## src/rtl/spim_pkg.sv

```systemverilog
package spim_pkg;

    typedef enum logic [2:0] {
        ST_IDLE,
        ST_SETUP,
        ST_FIRST,
        ST_SECOND,
        ST_HOLD
    } spim_state_e;

    typedef struct packed {
        logic cpol;
        logic cpha;
        logic lsb_first;
        logic three_wire;
        logic dir_tx;
    } spim_mode_t;

endpackage

```

## src/rtl/spim_divider.sv

```systemverilog
module spim_divider #(
    parameter int DIVW = 8
) (
    input  logic            clk,
    input  logic            rst_n,
    input  logic            run,
    input  logic [DIVW-1:0] half_div,
    output logic            tick
);
    logic [DIVW-1:0] cnt_q;
    logic [DIVW-1:0] lim;

    assign lim  = (half_div == '0) ? {{(DIVW-1){1'b0}}, 1'b1} : half_div;
    assign tick = run && (cnt_q == lim - 1'b1);

    always_ff @(posedge clk or negedge rst_n) begin
        if (!rst_n)          cnt_q <= '0;
        else if (!run)       cnt_q <= '0;
        else if (tick)       cnt_q <= '0;
        else                 cnt_q <= cnt_q + 1'b1;
    end


    half_period_wrap_chk: assert property (@(posedge clk) disable iff (!rst_n)
        tick |=> (cnt_q == '0));


    idle_count_clear_chk: assert property (@(posedge clk) disable iff (!rst_n)
        !run |=> (cnt_q == '0));

endmodule

```

## src/rtl/spim_datapath.sv

```systemverilog
module spim_datapath #(
    parameter int DW   = 16,
    parameter int LENW = 5
) (
    input  logic            clk,
    input  logic            rst_n,
    input  logic            load,
    input  logic [DW-1:0]   tx_word,
    input  logic [LENW-1:0] len,
    input  logic            lsb_first,
    input  logic [LENW-1:0] bitcnt,
    input  logic            sample_en,
    input  logic            din,
    output logic            tx_bit,
    output logic [DW-1:0]   rx_word
);
    localparam int IW = (DW > 1) ? $clog2(DW) : 1;

    logic [DW-1:0]   tx_q;
    logic [DW-1:0]   rx_q;
    logic [LENW-1:0] pos_full;
    logic [IW-1:0]   pos;

    always_comb begin
        if (lsb_first) pos_full = bitcnt;
        else           pos_full = len - 1'b1 - bitcnt;
        pos = pos_full[IW-1:0];
    end

    assign tx_bit  = tx_q[pos];
    assign rx_word = rx_q;

    always_ff @(posedge clk or negedge rst_n) begin
        if (!rst_n) begin
            tx_q <= '0;
            rx_q <= '0;
        end else if (load) begin
            tx_q <= tx_word;
            rx_q <= '0;
        end else if (sample_en) begin
            rx_q[pos] <= din;
        end
    end


    rx_hold_chk: assert property (@(posedge clk) disable iff (!rst_n)
        (!load && !sample_en) |=> $stable(rx_q));


    tx_hold_chk: assert property (@(posedge clk) disable iff (!rst_n)
        !load |=> $stable(tx_q));

endmodule

```

## src/rtl/spi_word_master.sv

```systemverilog
module spi_word_master
    import spim_pkg::*;
#(
    parameter int DW   = 16,
    parameter int DIVW = 8,
    parameter int LENW = $clog2(DW + 1)
) (
    input  logic            clk,
    input  logic            rst_n,
    input  logic            start,
    input  logic [DW-1:0]   tx_word,
    input  logic [LENW-1:0] word_len,
    input  logic            cpol,
    input  logic            cpha,
    input  logic            lsb_first,
    input  logic            three_wire,
    input  logic            dir_tx,
    input  logic [DIVW-1:0] half_div,
    input  logic            miso,
    input  logic            sio_in,
    output logic [DW-1:0]   rx_word,
    output logic            done,
    output logic            busy,
    output logic            sclk,
    output logic            mosi,
    output logic            ss_n,
    output logic            sio_oe
);
    localparam logic [LENW-1:0] MIN_LEN = LENW'(3);
    localparam logic [LENW-1:0] MAX_LEN = LENW'(DW);

    spim_state_e     state_q, state_d;
    spim_mode_t      mode_q;
    logic [LENW-1:0] len_q;
    logic [DIVW-1:0] div_q;
    logic [LENW-1:0] bit_q;
    logic            done_q;
    logic            tick;
    logic            accept;
    logic            last_bit;
    logic            sample_en;
    logic            tx_bit;
    logic            din;
    logic            listening;
    logic [LENW-1:0] len_eff;

    assign accept    = (state_q == ST_IDLE) && start;
    assign last_bit  = (bit_q == len_q - 1'b1);
    assign listening = !(mode_q.three_wire && mode_q.dir_tx);
    assign sample_en = (state_q == ST_FIRST) && tick && listening;
    assign din       = mode_q.three_wire ? sio_in : miso;

    always_comb begin
        if (word_len < MIN_LEN)      len_eff = MIN_LEN;
        else if (word_len > MAX_LEN) len_eff = MAX_LEN;
        else                         len_eff = word_len;
    end

    spim_divider #(.DIVW(DIVW)) u_div (
        .clk      (clk),
        .rst_n    (rst_n),
        .run      (state_q != ST_IDLE),
        .half_div (div_q),
        .tick     (tick)
    );

    spim_datapath #(.DW(DW), .LENW(LENW)) u_dp (
        .clk       (clk),
        .rst_n     (rst_n),
        .load      (accept),
        .tx_word   (tx_word),
        .len       (len_q),
        .lsb_first (mode_q.lsb_first),
        .bitcnt    (bit_q),
        .sample_en (sample_en),
        .din       (din),
        .tx_bit    (tx_bit),
        .rx_word   (rx_word)
    );

    // next-state logic
    always_comb begin
        state_d = state_q;
        unique case (state_q)
            ST_IDLE:   if (start) state_d = ST_SETUP;
            ST_SETUP:  if (tick)  state_d = ST_FIRST;
            ST_FIRST:  if (tick)  state_d = ST_SECOND;
            ST_SECOND: if (tick)  state_d = last_bit ? ST_HOLD : ST_FIRST;
            ST_HOLD:   if (tick)  state_d = ST_IDLE;
            default:              state_d = ST_IDLE;
        endcase
    end

    // state register and transfer context
    always_ff @(posedge clk or negedge rst_n) begin
        if (!rst_n) begin
            state_q <= ST_IDLE;
            mode_q  <= '0;
            len_q   <= MIN_LEN;
            div_q   <= '0;
            bit_q   <= '0;
            done_q  <= 1'b0;
        end else begin
            state_q <= state_d;
            done_q  <= (state_q == ST_HOLD) && tick;
            if (accept) begin
                mode_q <= '{cpol: cpol, cpha: cpha, lsb_first: lsb_first,
                            three_wire: three_wire, dir_tx: dir_tx};
                len_q  <= len_eff;
                div_q  <= half_div;
                bit_q  <= '0;
            end else if ((state_q == ST_SECOND) && tick && !last_bit) begin
                bit_q  <= bit_q + 1'b1;
            end
        end
    end

    // Moore outputs
    always_comb begin
        busy   = (state_q != ST_IDLE);
        ss_n   = !busy;
        done   = done_q;
        sio_oe = busy && mode_q.three_wire && mode_q.dir_tx;
        mosi   = (busy && listening && mode_q.three_wire) ? 1'b0 : (busy && tx_bit);
        unique case (state_q)
            ST_IDLE:   sclk = cpol;
            ST_FIRST:  sclk = mode_q.cpol ^ mode_q.cpha;
            ST_SECOND: sclk = mode_q.cpol ^ !mode_q.cpha;
            default:   sclk = mode_q.cpol;
        endcase
    end


    idle_level_chk: assert property (@(posedge clk) disable iff (!rst_n)
        ss_n |-> (sclk == cpol) && !sio_oe);


    done_single_chk: assert property (@(posedge clk) disable iff (!rst_n)
        done |=> !done);


    done_at_release_chk: assert property (@(posedge clk) disable iff (!rst_n)
        done |-> ss_n && $past(!ss_n));


    cfg_hold_chk: assert property (@(posedge clk) disable iff (!rst_n)
        (busy && $past(busy)) |-> $stable(mode_q) && $stable(len_q) && $stable(div_q));


    bit_range_chk: assert property (@(posedge clk) disable iff (!rst_n)
        busy |-> (bit_q < len_q));


    quiet_edges_chk: assert property (@(posedge clk) disable iff (!rst_n)
        ((state_q == ST_SETUP || state_q == ST_HOLD) && $past(state_q) == state_q)
        |-> $stable(sclk));


    oe_window_chk: assert property (@(posedge clk) disable iff (!rst_n)
        sio_oe |-> !ss_n);

endmodule

```

## config.mk

```make
export PLATFORM = sky130hd
export DESIGN_NAME = spi_word_master
export DESIGN_NICKNAME = d
export VERILOG_FILES = /design/src/rtl/spim_pkg.sv /design/src/rtl/spim_divider.sv /design/src/rtl/spim_datapath.sv /design/src/rtl/spi_word_master.sv
export SDC_FILE = /design/constraint.sdc
export NUM_CORES = 1
export LEC_CHECK = 0
export BUFFER_PORTS_ARGS = -buffer_cell sky130_fd_sc_hd__buf_2
export CORE_MARGIN = 4
export CORE_UTILIZATION = 57
export CTS_CLUSTER_SIZE = 8
export DETAILED_ROUTE_END_ITERATION = 8
export GPL_TIMING_DRIVEN = 0
export HOLD_SLACK_MARGIN = 0.06
export PLACE_DENSITY = 0.81
export SETUP_SLACK_MARGIN = 0.1
export SLEW_MARGIN = 25
export SYNTH_ARGS = -nofsm -noshare
export SYNTH_HDL_FRONTEND = slang
export SYNTH_SLANG_ARGS = --single-unit
```

## constraint.sdc

```tcl
create_clock -name clk -period 3.95 [get_ports clk]
set_input_delay 0.79 -clock clk [delete_from_list [all_inputs] [get_ports clk]]
set_output_delay 0.79 -clock clk [all_outputs]
set_load 0.005 [all_outputs]
```

# [After elaboration in Yosys (flattened, before gate mapping)]
# Index checks and enable logic that the tools add are counted.
[word_totals] out_inout_bits=22 regBits=67
[classes] n_addsub=5 bitwise_logic=2 n_eq_ne=11 reduce_logical=24 magnitude_cmp=4 mux=25
[ops] cell="$mux W16" count=2
[ops] cell="$mux W8" count=3
[ops] cell="$mux W5" count=4
[ops] cell="$mux W3" count=6
[ops] cell="$bwmux W16" count=1
[ops] cell="$pmux W3 S5" count=1
[ops] cell="$logic_and A1 B1 Y1" count=14
[ops] cell="$ne A2 B2 Y1 const B" count=5
[ops] cell="$add A8 B1 Y8 const B" count=1
[ops] cell="$eq A8 B8 Y1" count=1
[ops] cell="$logic_not A8 Y1" count=1
[ops] cell="$sub A8 B1 Y8 const B" count=1
[ops] cell="$eq A3 B2 Y1 const B" count=2
[ops] cell="$add A5 B1 Y5 const B" count=1
[ops] cell="$eq A5 B5 Y1" count=1
[ops] cell="$gt A5 B5 Y1 const B" count=1
[ops] cell="$lt A4 B5 Y1 const B" count=1
[ops] cell="$lt A5 B2 Y1 const B" count=1
[ops] cell="$reduce_and A5 Y1" count=1
[ops] cell="$sub A5 B1 Y5 const B" count=1
[ops] cell="$bmux W1 S4" count=1
[ops] cell="$demux W1 S4" count=1
[ops] cell="$ge A4 B1 Y1 const B" count=1
[ops] cell="$logic_not A1 Y1" count=4
[ops] cell="other kinds (10)" count=15

# [Depth between registers and ports, before layout]
# Gate-level depths: netlist of the first run.
[depth] depth_word=10 depth_mapped=12 mapped_depth_nobuf=10

# [Hierarchy]
# A second synthesis of the first run with hierarchy kept.
[unflattened] hier_cells=357 hier_area_um2=3858.7
[by_module_without_submodules] mod="spim_datapath" n_inst=1 cells_each=158 area_each_um2=1814.2
[by_module_without_submodules] mod="spi_word_master" n_inst=1 cells_each=132 area_each_um2=1391.3
[by_module_without_submodules] mod="spim_divider" n_inst=1 cells_each=67 area_each_um2=653.1

# [Worst setup path before layout of the first run]
# Ideal clock, no wire load.
[synth_timing] kind="reg2out" from="register len_q[0]" to="output port mosi" required_time_ns=3.160 stages_incl_launch_ff=11 arrival_time_ns=2.565 slack_ns=0.595 path_buffers=1 path_cell_list="dfstp_2 > inv_1 > ha_1 > inv_1 > fa_1 > mux2i_1 > buf_2 > mux2i_1 > a211oi_1 > mux2i_1 > a221oi_1"
[synth_via] elab_chain_cells=7
[synth_lines] element="from (decl)" line="spi_word_master.sv:34" source="logic [LENW-1:0] len_q;"
[synth_lines] element="from (signal assigned)" line="spi_word_master.sv:109" source="len_q <= len_eff;"
[synth_lines] element="$sub A5 B1 Y5" line="spim_datapath.sv:26" source="else pos_full = len - 1'b1 - bitcnt;"
[synth_lines] element="$sub A4 B4 Y4" line="spim_datapath.sv:26"
[synth_lines] element="$mux W4" line="spim_datapath.sv:25" source="if (lsb_first) pos_full = bitcnt;"
[synth_lines] element="$bmux W1 S4" line="spim_datapath.sv:30" source="assign tx_bit = tx_q[pos];"
[synth_lines] element="$mux W1 (not written as such)" line="spim_datapath.sv:30"
[synth_lines] element="$logic_and A1 B1 Y1" line="spi_word_master.sv:124" source="mosi = (busy && listening && mode_q.three_wire) ? 1'b0 : (busy && tx_bit);"
[synth_lines] element="$mux W1" line="spi_word_master.sv:124"
[synth_lines] element="to (decl)" line="spi_word_master.sv:25" source="output logic mosi,"
# No other way between the ends. The select of a mux whose other input is x is not followed.

# [Final worst setup path of the first run]
# Same ends and word-level chain as after synthesis.

==> metrics.csv, run 1 <==
metric,value,unit
ios,61,
fp-row-count,29,
maxCapViolCount,0,
end_kind,output pin,
dpl-instance-area,4243,um^2
max_clock_freq,0.2618,GHz
slowest_delay,540,ps
async_flop_share,1.000,
syn_avg_cell_area,9.043,um^2
cpMaxStageDelayCell,dfstp_2,
drtPass1Iterations,4,
slew_headroom,0.5299,
internal-power,2.425,mW
ys.flop_type,dfrtp_1,
die_h,89.83,um
fin_nets,547,
p_total,4.255,mW
grt_pass1_wl,15.65,mm
timing.final.ws_setup,130.9,ps
use_met2,0.4048,
grt_use_total,0.2366,
postSynthCellCount,422,
drt_iter0_markers,146,
via_per_inst,5.584,
cts-root-buf,clkbuf_8,
power.share.combinational,0.555,
grt_max_degree,51,
clkPwrFrac,0.153,
worstSetupPathType,register to output pin,
route.detailed.drc,0,
switchingPower,1.830,mW
power_frac_seq,0.292,
dp_hpwl,6.377,mm
rr_worst_depth,11,
netlist_area,3816,um^2
core,6422,um^2
rsz0062_at_grt,true,
ys_ff_latch,67,
cts_hold_buf,0,
vias,3250,
routed_wl,8.987,mm
h-tree-depth,3,
dieArea,8069,um^2
final_antenna_net_count,0,
start_util,0.5942,
p_leak,2.310,nW
grt_antenna_before_repair,0,
tightest_slew,695.3,ps
max-clock-path-buffers,2,
drive_gt1_frac,0.2297,
final_common_cell,nand2_1,
cts_buffers,9,
clkTransAtPathRegs,80,ps
top_usage_layer,met2,
clock_latency,350,ps
synth.distinct_cells,59,
diodes,0,
crit_chain,"inv_2, ha_4, inv_2, fa_1, mux2i_4, buf_6, mux2i_1, a211oi_1, mux2i_1, a221oi_2, buf_2",
grt_pass1_vias,3381,
cts.sink_count,67,
synth_edf_count,0,
pre_cts_ws,-28.49,ps
peakVddDrop,498.5,uV
drv_slew,0,
syn_nets,469,
tns,0,ps
grt_overflow_total,0,
synthToLayoutAreaGrowth,19.61,%
yosys_warnings,0,
start_kind,register,
switching_share,0.4301,
gp_congestion,0.8159,
cts_tree,built,
hp-class,input port to asynchronous set/reset pin,
clock-skew-final,9.869,ps
status,finished clean,
final_cell_mix,"120 x nand2_1, 65 x dfrtp_1, 60 x buf_2, 24 x mux2i_1, 23 x nand3_1",
die_w,89.83,um
use_met3,0.03589,
design_area,4564,um^2
setup_viol,0,
hold_violations,0,
required,3160,ps
crit_arrival,3030,ps
avgRoutedWirePerCell,15.44,um
seq_area_frac_synth,0.4400,
path_max_fanout,5,
io_buffers,60,
period_share,0.9669,
gr-usage-met1,0.2842,
power_density,932.2,nW/um^2
min_period,3819,ps
-- sequential cells by signal (all words and copies together), names as in the netlist --
name / flops
u_dp.rx_word: 16
u_dp.tx_q: 16
div_q: 8
u_div.cnt_q: 8
bit_q: 5
len_q: 5
mode_q: 5
state_q: 3
done: 1
-- final cells by class --
| cell class | instances | area [um^2] |
|---|---|---|
| sequential | 67 | 1679 |
| buffer | 23 | 128.9 |
| fill | 515 | 1858 |
| multi-input combinational | 319 | 2009 |
| clock inverter | 6 | 88.84 |
| inverter | 13 | 48.80 |
| timing repair buffer | 67 | 375.4 |
| tap | 77 | 96.34 |
| clock buffer | 10 | 137.6 |
-- per-layer routing --
layer  up-vias  share of wire
met4         0          0.027
li1       1598              -
met5         -              0
met2        77           0.52
met3        20          0.041
met1      1555           0.41
-- cells by family (layout without fill, tap and decap cells) --
| group | Yosys count | count (layout) | synth area share |
|---|---|---|---|
| and+or+nand+nor | 218 | 218 | 0.2813 |
| buffers and inverters | 36 | 119 | 0.04492 |
| AOI/OAI and AO/OA | 46 | 46 | 0.08820 |
| xor gates and xnor gates | 20 | 20 | 0.04590 |
| adders and majority gates | 8 | 8 | 0.02820 |
| DFF | 67 | 67 | 0.4400 |
| muxes | 27 | 27 | 0.07147 |
-- worst paths after layout --
path / slack [ps] / from / end
setup / recovery: 130 / len_q[0] / mosi
hold / removal: 300 / rst_n / u_div.cnt_q[2]
setup reg to reg: 1000 / div_q[5] / u_dp.rx_word[13]
hold reg to reg: 480 / u_dp.tx_q[3] / u_dp.tx_q[3]
max in group asynchronous: 3080 / rst_n / len_q[0]
min in group clk: 480 / u_dp.tx_q[3] / u_dp.tx_q[3]
-- synth_stat cells (7+ instances only) --
cell type	instances	share of area
nand2_1	120	0.12
nor2_1	11	0.011
xnor2_1	13	0.030
dfrtp_1	65	0.43
nor3_1	17	0.022
a21oi_1	8	0.010
mux2i_1	25	0.066
ha_1	7	0.023
nand3_1	23	0.030
clkbuf_1	15	0.015
a211oi_1	9	0.018
inv_1	13	0.013
nor2b_1	7	0.011
xor2_1	7	0.016
-- timing repair --
action	CTS	global route
gates resized for setup	8	4
pin swaps	3	7
setup buffers	3	2
cloned	1	0
endpoints found under the hold margin	0	0
setup endpoints to repair	1	1
-- metrics by stage --
stage	util	instances	hold WS [ps]
CTS	0.7060	580	300.0
global route	0.7107	582	321.1
finish	0.7107	582	303.9
floorplan	-	422	437.9
global placement	0.6560	559	449.8
detailed placement	0.6606	560	459.8
-- worst max-delay path, delay by kind of cell, from the launching register on --
kind / cells / cell delay (ps)
AO/OA/AOI/OAI: 2 / 550
adder cells (fa/ha/maj): 2 / 740
buffers and inverters: 4 / 410
flip-flops: 1 / 540
multiplexers: 3 / 440
-- power by group through the flow --
stage	combinational, mW	clock [mW]	sequential (mW)
CTS	2.29	0.662	1.24
floorplan	1.56	0	1.19
global route	2.61	0.688	1.29
finish	2.36	0.651	1.24
detailed placement	2.08	0	1.24
global placement	2.01	0	1.23
No activity file was read; power rests on OpenSTA's default activity.
==> run 2: changes to the inputs <==
--- a/config.mk
+++ b/config.mk
@@ -6,6 +6,7 @@
 export NUM_CORES = 1
 export LEC_CHECK = 0
 export BUFFER_PORTS_ARGS = -buffer_cell sky130_fd_sc_hd__buf_2
+export CORE_ASPECT_RATIO = 1.75
 export CORE_MARGIN = 4
 export CORE_UTILIZATION = 57
 export CTS_CLUSTER_SIZE = 8
@@ -14,6 +15,7 @@
 export HOLD_SLACK_MARGIN = 0.06
 export PLACE_DENSITY = 0.81
 export SETUP_SLACK_MARGIN = 0.1
+export SKIP_CTS_REPAIR_TIMING = 1
 export SLEW_MARGIN = 25
 export SYNTH_ARGS = -nofsm -noshare
 export SYNTH_HDL_FRONTEND = slang
==> run 2 against run 1 <==
Against the previous run:
- hold slack better by 35 ps
- routed wire length up 5.3%
- sequential share of layout area down 0.56 points
- combinational power up 4%
- highest routed layer unchanged
==> metrics.csv, run 2 (synthesis results as in run 1) <==
metric,value,unit,change
status,finished clean,,
internal-power,2.540,mW,+4.8%
ios,61,,unchanged
clkTransAtPathRegs,50,ps,-30 ps
core,6539,um^2,+1.8%
route.detailed.drc,0,,unchanged
die_w,69.85,um,-22%
routed_wl,9.467,mm,+5.3%
cts.sink_count,67,,unchanged
cts_buffers,9,,unchanged
p_leak,2.341,nW,+1.3%
clock_latency,340,ps,about the same
met3_length,310,um,-15%
register_area,1679,um^2,unchanged
rsz0062_at_grt,true,,
crit_arrival,3000,ps,-30 ps
io_buffers,60,,unchanged
power.share.combinational,0.556,,about the same
die_h,116.2,um,+29%
cts_tree,built,,
slew_headroom,0.4794,,-0.05057
vias,3350,,+3.1%
final_common_cell,nand2_1,,
drtPass1Iterations,6,,+2
setup_viol,0,,unchanged
fin_nets,548,,+0.18%
h-tree-depth,3,,unchanged
final_antenna_net_count,0,,unchanged
design_area,4634,um^2,+1.5%
dieArea,8119,um^2,+0.63%
gp_congestion,0.8160,,about the same
tightest_slew,770.1,ps,+74.81 ps
synthToLayoutAreaGrowth,21.44,%,
worstSetupPathType,register to output pin,,
top_layer_used,met4,,
power_density,953.7,nW/um^2,+2.3%
grt_max_degree,47,,-7.8%
peakVddDrop,591.0,uV,+19%
max-clock-path-buffers,2,,unchanged
fillers,508,,-1.4%
grt_antenna_before_repair,0,,unchanged
drt_iter0_markers,205,,+40%
grt_pass1_wl,15.32,mm,-2.1%
dpl-instance-area,4249,um^2,+0.15%
multiInputGateArea,2027,um^2,+0.87%
avgRoutedWirePerCell,16.10,um,+4.3%
stdcell_count,588,,+1.0%
final_cell_mix,"120 x nand2_1, 65 x dfrtp_1, 60 x buf_2, 24 x mux2i_1, 23 x nand3_1",,
route.met2.wl,5.173,mm,+11%
start_util,0.5836,,-0.01057
r2r_slack,1040,ps,+40 ps
maxCapViolCount,0,,unchanged
switching_share,0.4253,,-0.004746
clkPwrFrac,0.160,,+0.007
grt_pass1_vias,3450,,+2.0%
hold_violations,0,,unchanged
end_kind,output pin,,
switchingPower,1.880,mW,+2.7%
fp-row-count,39,,+34%
wl_met1,3.435,mm,-7.6%
diodes,0,,unchanged
min_period,3792,ps,-26.99 ps
drv_slew,0,,unchanged
grt_overflow_total,0,,unchanged
hp-class,input port to asynchronous set/reset pin,,
required,3160,ps,about the same
hold_ws,339.3,ps,+35.37 ps
max_clock_freq,0.2637,GHz,+0.71%
clock-skew-final,6.477,ps,-3.392 ps
dp.cells,565,,+0.89%
cts-root-buf,clkbuf_16,,
dp_hpwl,6.793,mm,+6.5%
via_per_inst,5.697,,+2.0%
tns,0,ps,unchanged
start_kind,register,,
grt_use_total,0.2419,,+0.005352
drive_gt1_frac,0.2332,,+0.003499
power_frac_seq,0.283,,-0.009
path_max_fanout,5,,unchanged
period_share,0.9600,,-0.006834
p_total,4.420,mW,+3.9%
-- run 2: cell count changes in the layout (fill, tap and decap cells not counted), moves of 2 or more --
cell / previous run / this run
clkbuf_8: 10 / 0
clkinv_2: 1 / 5
clkbuf_16: 0 / 9
bufinv_16: 2 / 0
-- run 2: path summary, 6_finish.rpt --
check,from,to,depth (start not counted)
setup / recovery,len_q[0],mosi,11
hold reg to reg,u_dp.tx_q[3],u_dp.tx_q[3],2
min in group clk,u_dp.tx_q[3],u_dp.tx_q[3],2
hold / removal,rst_n,div_q[7],1
setup reg to reg,div_q[3],u_dp.rx_word[11],11
max in group asynchronous,rst_n,u_dp.rx_word[1],2
-- run 2: power by group through the flow --
stage	Clock [mW]	Sequential, mW	Combinational (mW)
2_1_floorplan	0	1.19	1.56
3_3_place_gp	0	1.23	2.01
3_5_place_dp	0	1.25	2.07
4_1_cts	0.723	1.24	2.09
5_1_grt	0.753	1.29	2.71
6_report	0.709	1.25	2.46
-- run 2: worst max-delay path, stage by stage, from the launching register on --
cell and delay (ps):
dfstp_2 550, inv_2 50, ha_4 260, inv_2 30, fa_1 480, mux2i_4 250, buf_6 170, mux2i_1 70
a211oi_1 230, mux2i_1 150, a221oi_2 270, buf_2 160
-- run 2: final cells by class --
class                   instances  area share
repair buffers                 68     0.08342
multi-input cells             319      0.4374
clock inverters                 6    0.007019
well taps                      82     0.02214
flip-flops and latches         67      0.3623
plain buffers                  23     0.02781
clock buffers                  10     0.04941
inverters                      13     0.01053
-- run 2: metal layers --
layer	GRT usage	vias up
met4	0.1790	0
met3	0.04393	44
met5	0	-
li1	-	1601
met2	0.4334	92
met1	0.2504	1613
-- run 2: per-stage QoR --
stage          utilization  worst slack [ps]
2_1_floorplan            -             595.1
3_3_place_gp        0.6452             87.38
3_5_place_dp        0.6498             126.3
4_1_cts             0.6898            -257.7
5_1_grt             0.7088             63.64
6_report            0.7088             157.9
